`src/rtl/sram_ctl_pkg.sv`:
```
package sram_ctl_pkg;

    typedef enum logic [2:0] {
        ST_PWRUP,
        ST_IDLE,
        ST_WSETUP,
        ST_WPULSE,
        ST_WHOLD,
        ST_READ,
        ST_DONE
    } st_e;

    function automatic int cdiv(input int num, input int den);
        return (num + den - 1) / den;
    endfunction

    function automatic int imax(input int a, input int b);
        return (a > b) ? a : b;
    endfunction

endpackage

```
`src/rtl/sram_pwrup_timer.sv`:
```
module sram_pwrup_timer #(
    parameter int CYC = 125000
) (
    input  logic clk,
    input  logic rst_n,
    output logic ok
);
    localparam int W = $clog2(CYC + 1);

    logic [W-1:0] cnt;

    assign ok = (cnt == W'(CYC - 1));

    always_ff @(posedge clk or negedge rst_n) begin
        if (!rst_n)
            cnt <= '0;
        else if (!ok)
            cnt <= cnt + 1'b1;
    end
endmodule

```
`src/rtl/sram_phase_cnt.sv`:
```
module sram_phase_cnt #(
    parameter int W = 4
) (
    input  logic         clk,
    input  logic         rst_n,
    input  logic         load,
    input  logic [W-1:0] val,
    output logic         last
);
    logic [W-1:0] cnt;

    assign last = (cnt == '0);

    always_ff @(posedge clk or negedge rst_n) begin
        if (!rst_n)
            cnt <= '0;
        else if (load)
            cnt <= val;
        else if (!last)
            cnt <= cnt - 1'b1;
    end
endmodule

```
`src/rtl/sram_ctl.sv`:
```
module sram_ctl
    import sram_ctl_pkg::*;
#(
    parameter int ADDR_W    = 20,
    parameter int CLK_PS    = 8000,
    parameter int PWRUP_CYC = 125000,
    parameter int T_RC_PS   = 10000,
    parameter int T_AA_PS   = 10000,
    parameter int T_DOE_PS  = 5000,
    parameter int T_WC_PS   = 10000,
    parameter int T_PWE_PS  = 7000,
    parameter int T_SD_PS   = 5500,
    parameter int T_AW_PS   = 7000,
    parameter int T_BW_PS   = 7000
) (
    input  logic              clk,
    input  logic              rst_n,
    input  logic              req_valid,
    input  logic              req_we,
    input  logic [ADDR_W-1:0] req_addr,
    input  logic [15:0]       req_wdata,
    input  logic [1:0]        req_be,
    output logic              ready,
    output logic              rsp_done,
    output logic [15:0]       rsp_rdata,
    output logic [ADDR_W-1:0] mem_addr,
    output logic              mem_ce_n,
    output logic              mem_oe_n,
    output logic              mem_we_n,
    output logic              mem_lb_n,
    output logic              mem_ub_n,
    output logic [15:0]       mem_dq_o,
    output logic              mem_dq_oe,
    input  logic [15:0]       mem_dq_i
);
    // Phase lengths in cycles, each rounded up from the memory limits.
    localparam int RD_CYC = imax(1, cdiv(imax(imax(T_RC_PS, T_AA_PS), T_DOE_PS), CLK_PS));
    localparam int WP_MIN = cdiv(imax(imax(T_PWE_PS, T_SD_PS), imax(T_AW_PS, T_BW_PS)), CLK_PS);
    localparam int WP_CYC = imax(1, imax(WP_MIN, cdiv(T_WC_PS, CLK_PS) - 2));
    localparam int PH_W   = $clog2(imax(RD_CYC, WP_CYC) + 1);

    st_e st, st_nxt;

    logic              pwr_ok, ph_last, ph_load, accept;
    logic [PH_W-1:0]   ph_val;
    logic [1:0]        be_q, be_src;
    logic              ce_d, oe_d, we_d, lb_d, ub_d, dqoe_d;

    sram_pwrup_timer #(.CYC(PWRUP_CYC)) u_pwr (
        .clk  (clk),
        .rst_n(rst_n),
        .ok   (pwr_ok)
    );

    sram_phase_cnt #(.W(PH_W)) u_ph (
        .clk  (clk),
        .rst_n(rst_n),
        .load (ph_load),
        .val  (ph_val),
        .last (ph_last)
    );

    assign ready  = (st == ST_IDLE);
    assign accept = ready && req_valid;
    assign be_src = accept ? req_be : be_q;

    assign ph_load = (st_nxt != st) && (st_nxt == ST_WPULSE || st_nxt == ST_READ);
    assign ph_val  = (st_nxt == ST_READ) ? PH_W'(RD_CYC - 1) : PH_W'(WP_CYC - 1);

    // Next-state decode
    always_comb begin
        st_nxt = st;
        unique case (st)
            ST_PWRUP:  if (pwr_ok) st_nxt = ST_IDLE;
            ST_IDLE:   if (req_valid) st_nxt = req_we ? ST_WSETUP : ST_READ;
            ST_WSETUP: st_nxt = ST_WPULSE;
            ST_WPULSE: if (ph_last) st_nxt = ST_WHOLD;
            ST_WHOLD:  st_nxt = ST_DONE;
            ST_READ:   if (ph_last) st_nxt = ST_DONE;
            ST_DONE:   st_nxt = ST_IDLE;
            default:   st_nxt = ST_IDLE;
        endcase
    end

    // State register
    always_ff @(posedge clk or negedge rst_n) begin
        if (!rst_n)
            st <= ST_PWRUP;
        else
            st <= st_nxt;
    end

    // Pin values for the state being entered
    always_comb begin
        ce_d   = 1'b1;
        oe_d   = 1'b1;
        we_d   = 1'b1;
        lb_d   = 1'b1;
        ub_d   = 1'b1;
        dqoe_d = 1'b0;
        unique case (st_nxt)
            ST_WSETUP, ST_WPULSE, ST_WHOLD: begin
                ce_d   = 1'b0;
                we_d   = (st_nxt != ST_WPULSE);
                lb_d   = !be_src[0];
                ub_d   = !be_src[1];
                dqoe_d = 1'b1;
            end
            ST_READ: begin
                ce_d = 1'b0;
                oe_d = 1'b0;
                lb_d = !be_src[0];
                ub_d = !be_src[1];
            end
            default: ;
        endcase
    end

    // Registered outputs
    always_ff @(posedge clk or negedge rst_n) begin
        if (!rst_n) begin
            mem_ce_n  <= 1'b1;
            mem_oe_n  <= 1'b1;
            mem_we_n  <= 1'b1;
            mem_lb_n  <= 1'b1;
            mem_ub_n  <= 1'b1;
            mem_dq_oe <= 1'b0;
            mem_addr  <= '0;
            mem_dq_o  <= '0;
            be_q      <= '0;
            rsp_done  <= 1'b0;
            rsp_rdata <= '0;
        end else begin
            mem_ce_n  <= ce_d;
            mem_oe_n  <= oe_d;
            mem_we_n  <= we_d;
            mem_lb_n  <= lb_d;
            mem_ub_n  <= ub_d;
            mem_dq_oe <= dqoe_d;
            rsp_done  <= (st_nxt == ST_DONE);
            if (accept) begin
                mem_addr <= req_addr;
                mem_dq_o <= req_wdata;
                be_q     <= req_be;
            end
            if (st == ST_READ && ph_last)
                rsp_rdata <= mem_dq_i & {{8{be_q[1]}}, {8{be_q[0]}}};
        end
    end
endmodule

```
`config.mk`:
```
export PLATFORM = sky130hd
export DESIGN_NAME = sram_ctl
export DESIGN_NICKNAME = d
export VERILOG_FILES = /design/src/rtl/sram_ctl_pkg.sv /design/src/rtl/sram_pwrup_timer.sv /design/src/rtl/sram_phase_cnt.sv /design/src/rtl/sram_ctl.sv
export SDC_FILE = /design/constraint.sdc
export NUM_CORES = 1
export LEC_CHECK = 0
export BUFFER_PORTS_ARGS = -buffer_cell sky130_fd_sc_hd__buf_2
export CAP_MARGIN = 0
export CORE_ASPECT_RATIO = 1.5
export CORE_MARGIN = 5
export CORE_UTILIZATION = 30
export DETAILED_ROUTE_END_ITERATION = 6
export SLEW_MARGIN = 0
export SYNTH_ARGS = -nofsm -noshare
export SYNTH_HDL_FRONTEND = slang
export SYNTH_SLANG_ARGS = --single-unit
```
`constraint.sdc`:
```
create_clock -name clk -period 1.8 [get_ports clk]
set_input_delay 0.27 -clock clk [delete_from_list [all_inputs] [get_ports clk]]
set_output_delay 0.27 -clock clk [all_outputs]
set_load 0.05 [all_outputs]
```
# ---- Word level (Yosys, flattened, before mapping)
# Index checks and enable logic that the tools add are counted.
dict set report word_totals {
  ff_bits 83
  latchBits 0
  ramBits 0
  mem_bits_ro 0
  inputBits 58
  elab_cells 57
  memories 0
}
dict set report classes {
  addsub 2
  mul 0
  div_mod_pow 0
  magnitude_cmp 0
  n_eq_ne 14
  shift 0
  muxes 16
  n_bitwise 1
  reduce_logical 10
}
# op n
set op_table {}
lappend op_table {{case mux 3 bit (6 select lines)} 1}
lappend op_table {{adder 17 x 1 -> 17 bit (second input constant)} 1}
lappend op_table {{equality test 17 bit (second input constant)} 1}
lappend op_table {{bitwise AND 16 bit} 1}
lappend op_table {{equality test 3 bit (second input constant)} 5}
lappend op_table {{2-to-1 mux 3 bit} 5}
lappend op_table {{equality test 3 x 2 -> 1 bit (second input constant)} 4}
lappend op_table {{2-to-1 mux 1 bit} 7}
lappend op_table {{2-to-1 mux 2 bit} 3}
lappend op_table {{OR reduction 4 bit} 1}
lappend op_table {{equality test 3 x 1 -> 1 bit (second input constant)} 1}
lappend op_table {{logical AND 1 bit} 3}
lappend op_table {{logical NOT 3 bit} 1}
lappend op_table {{!= test 3 x 2 -> 1 bit (second input constant)} 1}
lappend op_table {{!= test 3 bit} 1}
lappend op_table {{OR reduction 3 bit} 1}
lappend op_table {{logical NOT 1 bit} 2}
lappend op_table {{logical NOT 2 bit} 1}
lappend op_table {{!= test 2 x 1 -> 1 bit (second input constant)} 1}
lappend op_table {{subtractor 2 x 1 -> 2 bit (second input constant)} 1}
lappend op_table {{logical OR 1 bit} 1}

# ---- Logic depth before layout (Yosys ltp)
# Gate-level depths: netlist (run 1).
dict set report depth {
  word_depth 7
  mapped_depth 8
}

# ---- Hierarchy
# Synthesis (run 1) repeated with hierarchy kept, for this count alone.
dict set report hier_totals {
  cells_unflattened 280
  area_unflattened_um2 3592.2
}
# mod instances cells_per_inst area_per_inst_um2
set by_module_without_submodules {}
lappend by_module_without_submodules {sram_ctl 1 198 2668.8}
lappend by_module_without_submodules {sram_pwrup_timer 1 70 809.5}
lappend by_module_without_submodules {sram_phase_cnt 1 12 113.9}

# ---- Worst setup path after synthesis (run 1)
# OpenSTA, ideal clock, no wires.
dict set report synth_path {
  path_kind {reg2out}
  start {register st[0]}
  end {output ready}
  arrival_ps 1835
  required_time_ps 1530
  slack_ps -305
  stages_incl_launch_ff 3
  path_cell_list {dfrtp_1 -> clkbuf_1 -> nor3b_1}
}
dict set report synth_between {
  elab_chain_len 1
}
# item line_no
set synth_rtl {}
lappend synth_rtl {{from (decl)} sram_ctl.sv:42} ;# st_e st, st_nxt;
lappend synth_rtl {{from (signal assigned)} sram_ctl.sv:90} ;# st <= st_nxt;
lappend synth_rtl {{equality test 3 x 1 -> 1 bit} sram_ctl.sv:63} ;# assign ready = (st == ST_IDLE);
lappend synth_rtl {{to (decl)} sram_ctl.sv:23} ;# output logic ready,
# No other way between the ends.

# ---- Final worst setup path (run 1)
# Same ends and word-level chain as after synthesis.

==> flow_metrics.env, run 1 <==
export IMPL_status="finished, final reports clean"
export IMPL_vias=2483
export IMPL_synthCells=277
export IMPL_setup_viol=0
export IMPL_grt_pass1_vias=2584
export IMPL_pin_count=118
export IMPL_cp_arrival_ns=1.39
export IMPL_yosysWarningCount=0
export IMPL_dieArea_sq_um=13900
export IMPL_maxSlewHeadroom_pct=70.6
export IMPL_crit_type="reg2out"
export IMPL_slowest_delay_ns=0.48
export IMPL_async_flop_share_pct=100
export IMPL_cts_buffer_depth=2
export IMPL_synth_top_area_cell="dfrtp_1"
export IMPL_grtUsageTotal_pct=11.1
export IMPL_fillers=1124
export IMPL_cts_setup_buffers=0
export IMPL_grt_max_degree=50
export IMPL_cts_buffers=9
export IMPL_finalSetupTns_ns=0
export IMPL_period_share_pct=92.3
export IMPL_hp_class="in2reg"
export IMPL_yosysUniqueCellTypes=38
export IMPL_crit_path_cell_trace="buf_4, nor3b_2, clkbuf_4"
export IMPL_initial_core_util_pct=30.4
export IMPL_grt_pass1_wl_um=12500
export IMPL_rsz0062_at_grt="false"
export IMPL_place_gp_congestion=0.793
export IMPL_area_growth_pct=31.8
export IMPL_final_util_pct=40.1
export IMPL_ctsHtreeMaxLevel=3
export IMPL_hold_viol_final=0
export IMPL_netlist_area_sq_um=3470
export IMPL_hpwl_um=5650
export IMPL_layout_min_cycle_time_ns=1.66
export IMPL_cp_num_buf_inv=2
export IMPL_crit_fanout=9
export IMPL_num_antenna_cells=0
export IMPL_clock_sinks=83
export IMPL_portBuffers=117
export IMPL_wl_per_cell_um=13.4
export IMPL_synth_edff_count=0
export IMPL_core_area_sq_um=11400
export IMPL_p_leak_nw=2.16
export IMPL_multiInputGateArea_sq_um=1290
export IMPL_clk_pin_slew_worst_paths_ns=0.06
export IMPL_worstSetupStartpointType="flop"
export IMPL_dominantRegCellSynth="dfrtp_1"
export IMPL_drt_iter0_markers=93
export IMPL_layout_nets=463
export IMPL_drt_wl_total_um=7500
export IMPL_fp_dieW_um=97.8
export IMPL_ys_seq_area_share_pct=60.0
export IMPL_synth_area_leaders="dfrtp_1, mux2_2, nand2_1"
export IMPL_required_ns=1.53
export IMPL_syn_nets=337
export IMPL_yosys_register_bits=83
export IMPL_maxCapViolCount=0
export IMPL_fmax_mhz=602
export IMPL_critical_path_slowest_cell="dfrtp_1"
export IMPL_vdd_drop_max_uv=946
export IMPL_finalMaxSlewViolations=0
export IMPL_clock_skew_ns=0.00778
export IMPL_seq_area_sq_um=2080
export IMPL_row_count=48
export IMPL_pre_cts_ws_ns=0.162
export IMPL_syn_mean_instance_area_sq_um=12.5
export IMPL_end_kind="output pin"
export IMPL_synth_most_common_cell="dfrtp_1"
export IMPL_cts_tree="done"
export IMPL_clk_insertion_delay_late_ns=0.33
export IMPL_yosys_top_cells_count="dfrtp_1, nand2_1, mux2_2, o21ai_2, xnor2_1"
export IMPL_grt_ovfl_total=0
export IMPL_synth_top_area_share_pct=56.2
export IMPL_first_pass_iters=4
export IMPL_tightest_slew_ns=0.441
export IMPL_drive_above_1_share_pct=50.2
export IMPL_crit_family="flip-flops"
export IMPL_die_h_um=142
export IMPL_p_per_area_nw_per_um2=2000
export IMPL_fin_hold_ws_ns=0.175
export IMPL_grt_antenna_before_repair=0
export IMPL_drc=0
export IMPL_viasPerCell=4.45
export IMPL_root_buffer="clkbuf_16"
export IMPL_worst_slack_ns=0.139
export IMPL_postRouteAntennaNets=0
## kinds of logic (layout without fill, tap and decap cells)
logic type      count (synthesis)  after routing  share of synthesized area, %
xor+xnor                       15             15                          3.79
buf+inv                        19            150                          3.17
mux                            39             39                          12.7
simple gates                   86             86                          12.7
flops                          83             83                          60.0
fa+ha+maj                       2              2                         0.721
compound gates                 33             33                          6.99
## path summary, 6_finish.rpt
| path | start | to | slack [ns] | cells past startpoint |
|---|---|---|---|---|
| max in group asynchronous | rst_n | mem_ub_n$_DFF_PN1_ | 0.88 | 3 |
| worst max-delay path | st[0]$_DFF_PN0_ | ready | 0.14 | 3 |
| worst min register to register | rsp_rdata[9]$_DFFE_PN0P_ | rsp_rdata[9]$_DFFE_PN0P_ | 0.47 | 2 |
| min in group asynchronous | rst_n | u_pwr.cnt[1]$_DFFE_PN0N_ | 0.48 | 3 |
| worst min-delay path | req_addr[1] | mem_addr[1]$_DFFE_PN0P_ | 0.18 | 2 |
| worst max register to register | u_ph.cnt[0]$_DFFE_PN0P_ | rsp_rdata[3]$_DFFE_PN0P_ | 0.16 | 7 |
## layout by cell type (no fill, tap or decap), types with 6 or more instances in the layout
cell type  count
buf_4          9
nand2_1       43
mux2_2        39
a21oi_1        8
buf_2        115
o21ai_2       14
nor2_1         8
dfrtp_1       78
clkbuf_16      9
xnor2_1        9
nand2b_1       6
nand4_1        6
xor2_1         6
## power by group
| group | leakage, nW | internal (mW) | switching, mW | total, mW |
|---|---|---|---|---|
| sequential | 1.02 | 2.57 | 0.383 | 2.96 |
| clock | 0.144 | 1.11 | 0.670 | 1.78 |
| combinational | 0.993 | 1.28 | 3.15 | 4.43 |
| total | 2.16 | 4.97 | 4.20 | 9.17 |
## metrics by stage
step / power [mW] / cells / area, sq um
3_5_place_dp: 7.48 / 541 / 4270
5_1_grt: 9.69 / 558 / 4570
6_report: 9.17 / 558 / 4570
3_3_place_gp: 7.40 / 541 / 4270
2_1_floorplan: 6.39 / 277 / 3480
4_1_cts: 9.31 / 558 / 4570
## routing by layer
| metal | track usage (%) | part of all wire [%] | up-vias |
|---|---|---|---|
| met5 | 0 | 0 | - |
| met2 | 19.0 | 52 | 76 |
| met1 | 12.5 | 39 | 1190 |
| li1 | - | - | 1209 |
| met3 | 3.49 | 6.8 | 8 |
| met4 | 5.32 | 1.9 | 0 |
## final cells by class
type	instances	share of cell area [%]
Clock buffer	13	5.47
Multi-Input combinational cell	175	28.2
Tap cell	150	4.10
Timing Repair Buffer	128	15.3
Clock inverter	3	0.876
Inverter	6	0.492
Sequential cell	83	45.6
## what timing repair did
item	CTS	global route
hold buffers	1	0
hold endpoints to repair	48	0
resized for setup	0	1
endpoints found under the setup margin	0	1
## state kept, by name (all words and copies together) (netlist names)
name       count
mem_oe_n       1
rsp_rdata     16
mem_we_n       1
mem_addr      20
st             3
mem_ce_n       1
mem_dq_oe      1
be_q           2
u_pwr.cnt     17
mem_dq_o      16
mem_ub_n       1
u_ph.cnt       2
mem_lb_n       1
rsp_done       1
Note: power is estimated with default switching activity, not from simulation.
==> inputs of run 2 (changes only) <==
- RECOVER_POWER: unset -> 50
- SYNTH_HIERARCHICAL: unset -> 1
==> run 2 against run 1 <==
Clock skew shrank 0.0040 ns. Via count grew 2.2%. Combinational power grew 12%. Core utilization shrank 0.41 points. Design area grew 3.2%. Critical path type unchanged. Global-route usage grew 0.26 points. Area after synthesis grew 3.5%. Flip-flop and latch count is the same. Non-clock buffer count is the same. Clock-buffer cell count shrank 3. Largest power group unchanged. Highest routed layer unchanged. Hold slack lost 0.0052 ns. Register-to-register slack is essentially flat.
==> flow_metrics.env, run 2 <==
export IMPL_cts_setup_buffers=0
export IMPL_slowest_delay_ns=0.48
export IMPL_core_area_sq_um=11900
export IMPL_yosysWarningCount=6
export IMPL_hpwl_um=5950
export IMPL_grt_max_degree=41
export IMPL_pin_count=118
export IMPL_worst_slack_ns=0.0815
export IMPL_yosys_register_bits=83
export IMPL_period_share_pct=95.5
export IMPL_portBuffers=117
export IMPL_pre_cts_ws_ns=0.107
export IMPL_fmax_mhz=582
export IMPL_syn_nets=342
export IMPL_maxCapViolCount=0
export IMPL_synth_top_area_share_pct=54.3
export IMPL_synth_area_leaders="dfrtp_1, mux2_4, nand2_1"
export IMPL_area_growth_pct=31.3
export IMPL_clk_pin_slew_worst_paths_ns=0.06
export IMPL_synthCells=280
export IMPL_die_h_um=144
export IMPL_drt_wl_total_um=7950
export IMPL_first_pass_iters=4
export IMPL_required_ns=1.53
export IMPL_dieArea_sq_um=14300
export IMPL_cts_buffer_depth=2
export IMPL_clk_insertion_delay_late_ns=0.33
export IMPL_final_cell_mix="buf_2, dfrtp_1, nand2_1, mux2_4, clkbuf_1"
export IMPL_ys_seq_area_share_pct=58.0
export IMPL_cp_arrival_ns=1.45
export IMPL_maxSlewHeadroom_pct=47.4
export IMPL_layout_nets=469
export IMPL_worst_r2r_path_depth=7
export IMPL_drt_iter0_markers=95
export IMPL_cts_tree="done"
export IMPL_cts_buffers=9
export IMPL_seqPwrFrac_pct=30.4
export IMPL_drive_above_1_share_pct=41.5
export IMPL_hold_depth=2
export IMPL_num_antenna_cells=0
export IMPL_vias=2537
export IMPL_end_kind="output pin"
export IMPL_wl_per_cell_um=14.1
export IMPL_cp_num_buf_inv=2
export IMPL_tightest_slew_ns=0.789
export IMPL_p_total_mw=10.2
export IMPL_worstSetupStartpointType="flop"
export IMPL_crit_fanout=12
export IMPL_top_register="mem_addr"
export IMPL_grt_ovfl_total=0
export IMPL_drc=0
export IMPL_initial_core_util_pct=30.2
export IMPL_p_comb_share_pct=48.8
export IMPL_viasPerCell=4.49
export IMPL_synth_top_area_cell="dfrtp_1"
export IMPL_synth_edff_count=0
export IMPL_hold_viol_final=0
export IMPL_critical_path_slowest_cell="dfrtp_2"
export IMPL_synth_most_common_cell="dfrtp_1"
export IMPL_vdd_drop_max_uv=647
export IMPL_crit_path_cell_trace="inv_1, nand2_1, nor2_1, clkbuf_4"
export IMPL_root_buffer="clkbuf_16"
export IMPL_yosysUniqueCellTypes=45
export IMPL_p_leak_nw=2.23
export IMPL_syn_mean_instance_area_sq_um=12.8
export IMPL_grt_pass1_wl_um=13000
export IMPL_clock_sinks=83
export IMPL_p_per_area_nw_per_um2=2150
export IMPL_grt_pass1_vias=2544
export IMPL_row_count=49
export IMPL_finalMaxSlewViolations=0
export IMPL_largest_register_ffs=20
export IMPL_power_frac_clock_pct=20.7
export IMPL_dominantRegCellSynth="dfrtp_1"
export IMPL_postRouteAntennaNets=0
export IMPL_fp_dieW_um=99.3
export IMPL_grtUsageTotal_pct=11.4
export IMPL_crit_type="reg2out"
export IMPL_ctsHtreeMaxLevel=3
export IMPL_final_common_cell="buf_2"
export IMPL_p_sw_mw=4.61
export IMPL_crit_family="flip-flops"
export IMPL_place_gp_congestion=0.794
export IMPL_power_internal_mw=5.55
export IMPL_netlist_area_sq_um=3590
export IMPL_setup_viol=0
export IMPL_hp_class="in2reg"
export IMPL_worst_path_stages=4
export IMPL_p_sw_share_pct=45.3
export IMPL_async_flop_share_pct=100
export IMPL_grt_antenna_before_repair=0
export IMPL_yosys_top_cells_count="dfrtp_1, nand2_1, mux2_4, o21ai_0"
export IMPL_status="finished, final reports clean"
export IMPL_reg_top3="mem_addr x20, u_pwr/cnt x17"
export IMPL_clock_skew_ns=0.00377
export IMPL_layout_min_cycle_time_ns=1.72
-- run 2: changes by cell type in the layout (fill, tap and decap cells not counted), moves of 3 or more --
| cell | previous run | this run |
|---|---|---|
| nor3_1 | 2 | 5 |
| mux2_2 | 39 | 8 |
| clkbuf_1 | 3 | 23 |
| mux2_4 | 0 | 30 |
| a21oi_1 | 8 | 2 |
| o21ai_0 | 1 | 18 |
| buf_4 | 9 | 6 |
| nand4_1 | 6 | 3 |
| nand2b_1 | 6 | 3 |
| nand3_1 | 5 | 11 |
| buf_2 | 115 | 92 |
| o21ai_2 | 14 | 0 |
| and3_1 | 0 | 3 |
-- run 2: timing repair --
action | 4_1_cts | 5_1_grt
endpoints found under the hold margin | 25 | 0
resized for setup | 0 | 3
hold buffers | 1 | 0
setup endpoints to repair | 0 | 3
-- run 2: metal layers --
metal | vias to the layer above | track usage (%) | wire length [um]
met5 | - | 0 | 0
met4 | 0 | 3.96 | 81
met3 | 7 | 3.96 | 619
met2 | 91 | 18.3 | 3900
met1 | 1216 | 14.3 | 3350
li1 | 1223 | - | -
-- run 2: path summary, 6_finish.rpt --
check / from / end / slack (ns)
setup / recovery: st[1]$_DFF_PN0_ / ready / 0.08
hold / removal: req_wdata[9] / mem_dq_o[9]$_DFFE_PN0P_ / 0.17
setup reg to reg: u_ph/cnt[0]$_DFFE_PN0P_ / mem_lb_n$_DFF_PN1_ / 0.15
hold reg to reg: u_pwr/cnt[15]$_DFFE_PN0P_ / u_pwr/cnt[15]$_DFFE_PN0P_ / 0.47
max in group asynchronous: rst_n / mem_ce_n$_DFF_PN1_ / 0.35
min in group asynchronous: rst_n / mem_dq_o[1]$_DFFE_PN0P_ / 0.57
-- run 2: cells by family after synthesis --
family	Yosys count	share of synthesized area (%)
AO/OA/AOI/OAI	32	5.50
multiplexers	39	15.4
XOR/XNOR	16	3.90
other	1	0.104
flip-flops	83	58.0
buffers and inverters	18	3.52
AND/OR/NAND/NOR	87	12.2
adder cells (fa/ha/maj)	4	1.39
-- run 2: area by class of cell --
| type | count | area [sq um] |
|---|---|---|
| timing repair buffer | 128 | 679 |
| sequential | 83 | 2080 |
| fill | 1146 | 7180 |
| clock buffer | 10 | 239 |
| tap | 153 | 191 |
| clock inverter | 6 | 113 |
| multi-input combinational | 179 | 1390 |
| inverter | 6 | 22.5 |
-- run 2: power groups by stage --
| stage | Sequential [mW] | Clock, mW | Combinational, mW |
|---|---|---|---|
| 2_1_floorplan | 5.31 | 0 | 1.72 |
| 3_3_place_gp | 3.10 | 0 | 4.99 |
| 3_5_place_dp | 3.12 | 0 | 5.04 |
| 4_1_cts | 3.09 | 2.18 | 5.06 |
| 5_1_grt | 3.21 | 2.25 | 5.26 |
| 6_report | 3.09 | 2.10 | 4.96 |
-- run 2: per-stage QoR --
stage / util [%] / setup TNS, ns / std cells / area, sq um / hold slack [ns]
6_report: 39.7 / 0 / 565 / 4720 / 0.170
5_1_grt: 39.7 / -0.00962 / 565 / 4720 / 0.150
4_1_cts: 39.9 / 0 / 565 / 4740 / 0.153
3_5_place_dp: 36.8 / 0 / 548 / 4380 / 0.227
3_3_place_gp: 36.8 / 0 / 548 / 4380 / 0.220
2_1_floorplan: - / 0 / 280 / 3590 / -0.0256
==> inputs of run 3 (changes only) <==
- SYNTH_HIERARCHICAL: 1 -> unset
==> run 3 against run 2 <==
Clock-buffer cell count grew 3. Highest routed layer unchanged. Clock skew rose by 0.0030 ns. Largest cell class unchanged. Largest power group unchanged. Sequential power is 4% lower.
==> flow_metrics.env, run 3 (synthesis results as in run 1) <==
export IMPL_clock_skew_ns=0.00676
export IMPL_p_comb_share_pct=47.8
export IMPL_pre_cts_ws_ns=0.162
export IMPL_ctsHtreeMaxLevel=3
export IMPL_crit_fanout=9
export IMPL_rsz0062_at_grt="false"
export IMPL_final_util_pct=39.6
export IMPL_viasPerCell=4.47
export IMPL_grt_max_degree=50
export IMPL_worstSetupStartpointType="flop"
export IMPL_worstReg2RegEnd="rsp_rdata[3]$_DFFE_PN0P_"
export IMPL_cts_setup_buffers=0
export IMPL_placed_cell_area_sq_um=4270
export IMPL_clk_pin_slew_worst_paths_ns=0.06
export IMPL_status="finished, final reports clean"
export IMPL_grt_pass1_vias=2584
export IMPL_dieArea_sq_um=13900
export IMPL_power_frac_clock_pct=19.6
export IMPL_hold_viol_final=0
export IMPL_met1Wirelength_um=2990
export IMPL_critical_path_startpoint="st[0]$_DFF_PN0_"
export IMPL_ff2ff_setup_slack_ns=0.17
export IMPL_power_internal_mw=4.88
export IMPL_pin_count=118
export IMPL_design_area_sq_um=4520
export IMPL_final_common_cell="buf_2"
export IMPL_required_ns=1.53
export IMPL_drt_iter0_markers=79
export IMPL_maxCapViolCount=0
export IMPL_setup_viol=0
export IMPL_wl_per_cell_um=13.5
export IMPL_tightest_slew_ns=1.07
export IMPL_grt_ovfl_total=0
export IMPL_r2r_start="u_ph.cnt[0]$_DFFE_PN0P_"
export IMPL_fmax_mhz=602
export IMPL_num_antenna_cells=0
export IMPL_p_per_area_nw_per_um2=2010
export IMPL_hp_class="in2reg"
export IMPL_fillers=1145
export IMPL_reg_top3="mem_addr x20, u_pwr.cnt x17"
export IMPL_place_gp_congestion=0.793
export IMPL_cts_buffers=9
export IMPL_drt_wl_total_um=7540
export IMPL_seqPwrFrac_pct=32.7
export IMPL_crit_type="reg2out"
export IMPL_cp_arrival_ns=1.39
export IMPL_wl_met2_um=3890
export IMPL_p_leak_nw=2.08
export IMPL_drive_above_1_share_pct=44.1
export IMPL_portBuffers=117
export IMPL_end_kind="output pin"
export IMPL_wl_met3_um=512
export IMPL_clock_sinks=83
export IMPL_initial_core_util_pct=30.4
export IMPL_vdd_drop_max_uv=946
export IMPL_critPathCapture="ready"
export IMPL_cts_buffer_depth=2
export IMPL_clk_insertion_delay_late_ns=0.33
export IMPL_maxSlewHeadroom_pct=28.6
export IMPL_highest_layer="met4"
export IMPL_cts_tree="done"
export IMPL_row_count=48
export IMPL_p_sw_share_pct=46.3
export IMPL_p_sw_mw=4.21
export IMPL_grtUsageTotal_pct=11.1
export IMPL_area_growth_pct=30.3
export IMPL_period_share_pct=92.3
export IMPL_core_area_sq_um=11400
export IMPL_largest_register_ffs=20
export IMPL_drc=0
export IMPL_postRouteAntennaNets=0
export IMPL_finalSetupTns_ns=0
export IMPL_fp_dieW_um=97.8
export IMPL_top_register="mem_addr"
export IMPL_first_pass_iters=4
export IMPL_root_buffer="clkbuf_16"
export IMPL_layout_min_cycle_time_ns=1.66
export IMPL_grt_pass1_wl_um=12500
export IMPL_hpwl_um=5650
export IMPL_layout_nets=463
export IMPL_worst_slack_ns=0.138
export IMPL_die_h_um=142
export IMPL_finalMaxSlewViolations=0
export IMPL_grt_antenna_before_repair=0
export IMPL_worst_r2r_path_depth=7
export IMPL_final_cell_mix="buf_2, dfrtp_1, nand2_1, mux2_2, clkbuf_1"
export IMPL_vias=2496
-- run 3: worst min path at each step --
stage / slack [ns] / from / depth (start not counted) / to
3_3_place_gp: 0.27 / rst_n / 2 / u_pwr.cnt[4]$_DFFE_PN0N_
3_5_place_dp: 0.28 / rst_n / 2 / u_pwr.cnt[1]$_DFFE_PN0N_
2_1_floorplan: -0.03 / rst_n / 0 / be_q[0]$_DFF_PN0_
4_1_cts: 0.16 / req_addr[1] / 2 / mem_addr[1]$_DFFE_PN0P_
5_1_grt: 0.16 / req_wdata[11] / 2 / mem_dq_o[11]$_DFFE_PN0P_
6_report: 0.17 / req_addr[1] / 2 / mem_addr[1]$_DFFE_PN0P_
-- run 3: worst max-delay path, stage by stage (launching register included) --
cell and delay (ns):
dfrtp_1 0.48, buf_4 0.19, nor3b_2 0.15, clkbuf_4 0.25
-- run 3: per-stage QoR --
stage | power [mW] | instances | hold WS (ns)
2_1_floorplan | 6.39 | 277 | -0.0256
3_3_place_gp | 7.40 | 541 | 0.274
3_5_place_dp | 7.48 | 541 | 0.276
4_1_cts | 9.31 | 558 | 0.158
5_1_grt | 9.62 | 558 | 0.162
6_report | 9.09 | 558 | 0.175
-- run 3: routing by layer --
metal | vias up | track usage (%)
li1 | 1208 | -
met1 | 1202 | 12.5
met2 | 78 | 19.0
met3 | 8 | 3.49
met4 | 0 | 5.32
met5 | - | 0
-- run 3: power groups by stage --
stage / registers, mW / clock network, mW / logic (mW)
2_1_floorplan: 5.01 / 0 / 1.38
3_3_place_gp: 2.97 / 0 / 4.43
3_5_place_dp: 3.00 / 0 / 4.48
4_1_cts: 2.97 / 1.86 / 4.49
5_1_grt: 3.07 / 1.92 / 4.63
6_report: 2.97 / 1.78 / 4.34
-- run 3: layout make-up --
type                            instances  area (sq um)  share of cell area (%)
Sequential cell                        83          2080                    46.1
Inverter                                6          22.5                   0.498
Timing Repair Buffer                  128           649                    14.4
Clock buffer                           13           250                    5.53
Tap cell                              150           188                    4.15
Clock inverter                          3          40.0                   0.885
Multi-Input combinational cell        175          1290                    28.5
-- run 3: repair_timing --
action | 4_1_cts | 5_1_grt
hold buffers | 1 | 0
resized for setup | 0 | 1
endpoints found under the setup margin | 0 | 1
hold endpoints to repair | 48 | 0
